<file path="src/rtl/smb_blk_pkg.sv">
package smb_blk_pkg;

  localparam int OFS_HCTL = 2;
  localparam int OFS_CNT  = 5;
  localparam int OFS_PORT = 7;
  localparam int OFS_AUX  = 13;
  localparam int AUX_BUF_BIT = 1;

  typedef enum logic [2:0] {
    SEL_NONE,
    SEL_HCTL,
    SEL_CNT,
    SEL_PORT,
    SEL_AUX
  } reg_sel_e;

  function automatic reg_sel_e decode_ofs(input int ofs);
    case (ofs)
      OFS_HCTL: return SEL_HCTL;
      OFS_CNT:  return SEL_CNT;
      OFS_PORT: return SEL_PORT;
      OFS_AUX:  return SEL_AUX;
      default:  return SEL_NONE;
    endcase
  endfunction

  // Clamp a byte count into the legal transfer range 1..depth.
  function automatic int blk_len(input int cnt, input int depth);
    if (cnt < 1) return 1;
    if (cnt > depth) return depth;
    return cnt;
  endfunction

endpackage

</file>
<file path="src/rtl/smb_blk_ptr.sv">
module smb_blk_ptr #(
  parameter int W = 5
) (
  input  logic         clk,
  input  logic         rst_n,
  input  logic         clr,
  input  logic         adv,
  input  logic [W-1:0] lim,
  output logic [W-1:0] val
);

  logic room;
  assign room = (val < lim);

  always_ff @(posedge clk or negedge rst_n) begin
    if (!rst_n) val <= '0;
    else if (clr) val <= '0;
    else if (adv && room) val <= val + W'(1);
  end

  AST_PTR_CLR: assert property (@(posedge clk) disable iff (!rst_n)
    clr |=> (val == '0));
  AST_PTR_STEP: assert property (@(posedge clk) disable iff (!rst_n)
    (adv && !clr && (val < lim)) |=> (val == $past(val) + W'(1)));
  AST_PTR_SAT: assert property (@(posedge clk) disable iff (!rst_n)
    (!clr && (val >= lim)) |=> (val == $past(val)));

endmodule

</file>
<file path="src/rtl/smb_blk_store.sv">
module smb_blk_store #(
  parameter int DEPTH = 32,
  parameter int DW    = 8,
  parameter int IDX_W = $clog2(DEPTH)
) (
  input  logic             clk,
  input  logic             rst_n,
  input  logic             sw_we,
  input  logic [IDX_W-1:0] sw_idx,
  input  logic [DW-1:0]    sw_d,
  input  logic             eng_we,
  input  logic [IDX_W-1:0] eng_idx,
  input  logic [DW-1:0]    eng_d,
  output logic [DW-1:0]    sw_q,
  output logic [DW-1:0]    eng_q
);

  logic [DW-1:0] mem [DEPTH];

  for (genvar e = 0; e < DEPTH; e++) begin : g_ent
    logic hit_eng, hit_sw;
    assign hit_eng = eng_we && (eng_idx == IDX_W'(e));
    assign hit_sw  = sw_we  && (sw_idx  == IDX_W'(e));
    always_ff @(posedge clk or negedge rst_n) begin
      if (!rst_n) mem[e] <= '0;
      else if (hit_eng) mem[e] <= eng_d;
      else if (hit_sw) mem[e] <= sw_d;
    end
  end

  assign sw_q  = mem[sw_idx];
  assign eng_q = mem[eng_idx];

  AST_ENG_STORE: assert property (@(posedge clk) disable iff (!rst_n)
    eng_we |=> (mem[$past(eng_idx)] == $past(eng_d)));
  AST_SW_STORE: assert property (@(posedge clk) disable iff (!rst_n)
    (sw_we && !(eng_we && eng_idx == sw_idx)) |=> (mem[$past(sw_idx)] == $past(sw_d)));

endmodule

</file>
<file path="src/rtl/smb_blk_regs.sv">
module smb_blk_regs
  import smb_blk_pkg::*;
#(
  parameter int AW = 4,
  parameter int DW = 8
) (
  input  logic          clk,
  input  logic          rst_n,
  input  logic [AW-1:0] reg_addr,
  input  logic          reg_wr,
  input  logic          reg_rd,
  input  logic [DW-1:0] reg_wdata,
  input  logic          eng_cnt_we,
  input  logic [DW-1:0] eng_cnt_val,
  input  logic [DW-1:0] port_q,
  output logic [DW-1:0] count,
  output logic          buf_en,
  output logic          port_acc,
  output logic          port_wr,
  output logic          hctl_rd,
  output logic          cfg_wr,
  output logic [DW-1:0] reg_rdata
);

  reg_sel_e sel;
  assign sel = decode_ofs(int'(reg_addr));

  assign port_wr  = reg_wr && (sel == SEL_PORT);
  assign port_acc = (reg_wr || reg_rd) && (sel == SEL_PORT);
  assign hctl_rd  = reg_rd && (sel == SEL_HCTL);
  assign cfg_wr   = eng_cnt_we || (reg_wr && (sel == SEL_CNT || sel == SEL_AUX));

  always_ff @(posedge clk or negedge rst_n) begin
    if (!rst_n) count <= '0;
    else if (eng_cnt_we) count <= eng_cnt_val;
    else if (reg_wr && sel == SEL_CNT) count <= reg_wdata;
  end

  always_ff @(posedge clk or negedge rst_n) begin
    if (!rst_n) buf_en <= 1'b0;
    else if (reg_wr && sel == SEL_AUX) buf_en <= reg_wdata[AUX_BUF_BIT];
  end

  always_comb begin
    reg_rdata = '0;
    case (sel)
      SEL_CNT:  reg_rdata = count;
      SEL_PORT: reg_rdata = port_q;
      SEL_AUX:  reg_rdata[AUX_BUF_BIT] = buf_en;
      default:  reg_rdata = '0;
    endcase
  end

  AST_CNT_ENG: assert property (@(posedge clk) disable iff (!rst_n)
    eng_cnt_we |=> (count == $past(eng_cnt_val)));
  AST_AUX_WR: assert property (@(posedge clk) disable iff (!rst_n)
    (reg_wr && sel == SEL_AUX) |=> (buf_en == $past(reg_wdata[AUX_BUF_BIT])));

endmodule

</file>
<file path="src/rtl/smb_blk_buf.sv">
module smb_blk_buf
  import smb_blk_pkg::*;
#(
  parameter int DEPTH = 32,
  parameter int AW    = 4,
  parameter int DW    = 8,
  localparam int IDX_W = $clog2(DEPTH),
  localparam int LEN_W = $clog2(DEPTH + 1)
) (
  input  logic             clk,
  input  logic             rst_n,
  input  logic [AW-1:0]    reg_addr,
  input  logic             reg_wr,
  input  logic             reg_rd,
  input  logic [DW-1:0]    reg_wdata,
  output logic [DW-1:0]    reg_rdata,
  input  logic             eng_start,
  input  logic             eng_pop,
  input  logic             eng_push,
  input  logic [DW-1:0]    eng_rx_data,
  output logic [DW-1:0]    eng_tx_data,
  input  logic             eng_cnt_we,
  input  logic [DW-1:0]    eng_cnt_val,
  output logic [LEN_W-1:0] eng_len,
  output logic             eng_last,
  output logic             eng_done
);

  logic [DW-1:0]    count;
  logic             buf_en, port_acc, port_wr, hctl_rd, cfg_wr;
  logic [DW-1:0]    port_q;
  logic [IDX_W-1:0] sw_val, sw_idx, eng_idx;
  logic [LEN_W-1:0] eng_val;
  logic             sw_adv, eng_adv, eng_we;

  smb_blk_regs #(.AW(AW), .DW(DW)) u_regs (
    .clk(clk), .rst_n(rst_n),
    .reg_addr(reg_addr), .reg_wr(reg_wr), .reg_rd(reg_rd), .reg_wdata(reg_wdata),
    .eng_cnt_we(eng_cnt_we), .eng_cnt_val(eng_cnt_val),
    .port_q(port_q), .count(count), .buf_en(buf_en),
    .port_acc(port_acc), .port_wr(port_wr), .hctl_rd(hctl_rd), .cfg_wr(cfg_wr),
    .reg_rdata(reg_rdata)
  );

  assign sw_adv = port_acc && buf_en;

  smb_blk_ptr #(.W(IDX_W)) u_sw_ptr (
    .clk(clk), .rst_n(rst_n), .clr(hctl_rd), .adv(sw_adv),
    .lim(IDX_W'(DEPTH - 1)), .val(sw_val)
  );

  assign eng_len = LEN_W'(blk_len(int'(count), DEPTH));
  assign eng_adv = (eng_pop || eng_push) && buf_en;

  smb_blk_ptr #(.W(LEN_W)) u_eng_ptr (
    .clk(clk), .rst_n(rst_n), .clr(eng_start), .adv(eng_adv),
    .lim(eng_len), .val(eng_val)
  );

  assign eng_done = buf_en && (eng_val == eng_len);
  assign eng_last = buf_en ? (eng_val == eng_len - LEN_W'(1)) : 1'b1;
  assign sw_idx   = buf_en ? sw_val : '0;
  assign eng_idx  = buf_en ? eng_val[IDX_W-1:0] : '0;
  assign eng_we   = eng_push && !eng_done;

  smb_blk_store #(.DEPTH(DEPTH), .DW(DW), .IDX_W(IDX_W)) u_store (
    .clk(clk), .rst_n(rst_n),
    .sw_we(port_wr), .sw_idx(sw_idx), .sw_d(reg_wdata),
    .eng_we(eng_we), .eng_idx(eng_idx), .eng_d(eng_rx_data),
    .sw_q(port_q), .eng_q(eng_tx_data)
  );

  AST_SINGLE_HOLD: assert property (@(posedge clk) disable iff (!rst_n)
    (!buf_en && port_acc && !hctl_rd) |=> (sw_val == $past(sw_val)));
  AST_DONE_STAYS: assert property (@(posedge clk) disable iff (!rst_n)
    (eng_done && !eng_start && !cfg_wr) |=> eng_done);
  AST_LEN_RANGE: assert property (@(posedge clk) disable iff (!rst_n)
    (eng_len >= LEN_W'(1)) && (eng_len <= LEN_W'(DEPTH)));

endmodule

</file>
<file path="config.mk">
export PLATFORM = sky130hd
export DESIGN_NAME = smb_blk_buf
export DESIGN_NICKNAME = d
export VERILOG_FILES = /design/src/rtl/smb_blk_pkg.sv /design/src/rtl/smb_blk_ptr.sv /design/src/rtl/smb_blk_store.sv /design/src/rtl/smb_blk_regs.sv /design/src/rtl/smb_blk_buf.sv
export SDC_FILE = /design/constraint.sdc
export NUM_CORES = 1
export LEC_CHECK = 0
export BUFFER_PORTS_ARGS = -buffer_cell sky130_fd_sc_hd__buf_2
export CORE_ASPECT_RATIO = 0.8
export CORE_MARGIN = 3
export CORE_UTILIZATION = 64
export CTS_CLUSTER_DIAMETER = 200
export CTS_CLUSTER_SIZE = 8
export DETAILED_ROUTE_END_ITERATION = 6
export HOLD_SLACK_MARGIN = 0.1
export PLACE_DENSITY_LB_ADDON = 0.1
export SLEW_MARGIN = 20
export SYNTH_ARGS = -nofsm -noshare
export SYNTH_HDL_FRONTEND = slang
export SYNTH_HIERARCHICAL = 1
export SYNTH_SLANG_ARGS = --single-unit
</file>
<file path="constraint.sdc">
create_clock -name clk -period 4.2 [get_ports clk]
set_clock_uncertainty 0.15 [all_clocks]
set_input_delay 0.84 -clock clk [delete_from_list [all_inputs] [get_ports clk]]
set_output_delay 0.84 -clock clk [all_outputs]
set_load 0.01 [all_outputs]
</file>
==> flow_metrics.tcl <==
set metrics [dict create \
    finalCritPeriodShare_pct 100 \
    dp_hpwl_um 42200 \
    routed_wl_um 64800 \
    track_usage_pct 40.9 \
    hold_path_startpoint "eng_start" \
    r2r_start "u_regs/count[5]$_DFFE_PN0P_" \
    pwr_density_cell_nw_per_um2 365 \
    fp-row-count 55 \
    antenna_found_initial 1 \
    clock_tree.root_cell "clkbuf_16" \
    cp.arrival_ns 3.23 \
    die_h_um 158 \
    violations "design-rule violations, negative setup slack" \
    io-pin-count 60 \
    startpoint_type "flop" \
    seqPwrFrac_pct 39.4 \
    syn-instance-count 1893 \
    leakage_uw 0.00923 \
    tns_ns -0.0369 \
    tightest_slew_ns 1.01 \
    crit_required_ns 3.21 \
    syn_area_per_cell_um2 9.77 \
    antenna_left 0 \
    drt-initial-drc-count 2381 \
    grt_pass1_vias 15260 \
    htree_num_levels 2 \
    holdCritPathClass "in2reg" \
    grt_max_degree 93 \
    period_needed_ns 4.22 \
    dr.pass1.iters 7 \
    die_x_um 196 \
    dieArea_um2 31000 \
    cts_tree "built" \
    place.gp.congestion 1.04 \
    clkPwrFrac_pct 40.0 \
    slew_headroom_pct 33.0 \
    start_util_pct 65.2 \
    area_delta_synth_final_pct 11.0 \
    place_area_um2 19100 \
    nets 1973 \
    worstSetupStartpoint "u_sw_ptr/val[1]$_DFFE_PN0P_" \
    clock.fmax_mhz 237 \
    outcome "finished with violations" \
    swShare_pct 30.7 \
    crit_type "reg2out" \
    peakVddDrop_v 0.000393 \
    pwr-share-comb_pct 20.7 \
    drt_drc_violations_left 17 \
    switchingPower_uw 2300 \
    worst_skew_pair.late_latency_ns 0.54 \
    cp-end-kind "primary output" \
    fin_area_um2 20500 \
    port_buffers 59 \
    grt_pass1_wl_um 95400 \
    cts_max_path_buffers 3 \
    synth_area_um2 18500 \
    n_antenna_cell 0 \
    intPower_uw 5190 \
    yosysWarningCount 6 \
    grt_remaining_overflow 0 \
    drive_gt1_share_pct 19.3 \
    cts_buffers 40 \
    hold_viol 0 \
    wl_per_cell_um 28.2 \
    cap_violations 0 \
    cts.clk_slew.worst_paths_ns 0.05 \
    setup_ws_ns -0.0186 \
    drv_slew 0 \
    rsz0062_at_grt "true" \
    core_area_um2 28400 \
    cp_max_fo 13 \
    final-setup-viol-count 2 \
    num_vias 16333 \
    cts.sinks 276 \
    vias_per_cell 7.11 \
]
-- state kept, by name, summed over array words and instances, names as in the netlist --
signal and count:
u_eng_ptr/val 6, u_regs/buf_en 1, u_regs/count 8, u_store/mem 256, u_sw_ptr/val 5
-- layout by cell type (no fill, tap or decap), types with 21 or more instances in the layout --
| cell | count |
|---|---|
| buf_2 | 58 |
| nor2b_1 | 21 |
| nand2_1 | 160 |
| clkbuf_16 | 43 |
| dfrtp_1 | 273 |
| mux4_2 | 81 |
| o21ai_0 | 90 |
| a21oi_1 | 204 |
| buf_4 | 67 |
| mux2_2 | 28 |
| mux2i_1 | 345 |
| nor2_1 | 247 |
-- area by class of cell --
cell class / count / area [um2]
clock inverter: 2 / 46.3
sequential: 276 / 6910
inverter: 21 / 81.3
clock buffer: 42 / 1050
tap: 370 / 463
fill: 2065 / 7820
multi-input combinational: 1447 / 10900
timing repair buffer: 139 / 1040
-- timing repair --
item | CTS | global route
endpoints found under the hold margin | 8 | 0
pin swaps | 3 | 1
hold buffers | 1 | 0
resized for setup | 12 | 27
setup buffers | 3 | 11
endpoints found under the setup margin | 16 | 16
gates cloned | 4 | 2
-- through the flow --
step	util (%)	instances	power [uW]	worst slack, ns	hold WS [ns]
floorplan	-	1897	3790	0.769	0.378
global placement	67.5	2232	4330	0.202	0.401
detailed placement	67.5	2232	4360	0.174	0.413
CTS	71.7	2284	7360	0.0176	0.404
global route	72.4	2297	7670	-0.0513	0.415
finish	72.4	2297	7500	-0.0186	0.405
-- final timing paths --
check,end,slack [ns],depth (start not counted)
min reg2reg,u_store/mem[206]$_DFFE_PN0P_,0.42,2
min in group asynchronous,u_eng_ptr/val[5]$_DFFE_PN0P_,0.67,2
max,reg_rdata[6],-0.02,12
max in group asynchronous,u_store/mem[16]$_DFFE_PN0P_,2.19,3
min,u_eng_ptr/val[5]$_DFFE_PN0P_,0.40,2
max reg2reg,u_store/mem[131]$_DFFE_PN0P_,0.62,10
-- critical path: stages, from the launching register on --
cell       delay, ns
dfrtp_2         0.49
and2_4          0.28
buf_4           0.18
clkbuf_16       0.19
mux4_2          0.36
nor2_1          0.04
nor2_1          0.43
o22ai_1         0.13
nor2_1          0.17
buf_4           0.13
mux2i_1         0.06
nor2_1          0.09
buf_2           0.13
-- per-layer routing --
metal	GRT usage (%)	share of wire, %	up-vias
li1	-	-	6871
met1	56.3	39	7887
met2	58.7	41	1286
met3	14.7	15	287
met4	18.3	5.6	2
met5	0	0.019	-
-- power by group through the flow --
stage | Sequential, uW | Combinational, uW | Clock (uW)
4_1_cts | 2940 | 1430 | 2990
2_1_floorplan | 2910 | 878 | 0
3_5_place_dp | 2960 | 1390 | 0
6_report | 2950 | 1550 | 3000
5_1_grt | 2960 | 1610 | 3110
3_3_place_gp | 2960 | 1380 | 0
No activity file was read; power rests on OpenSTA's default activity.
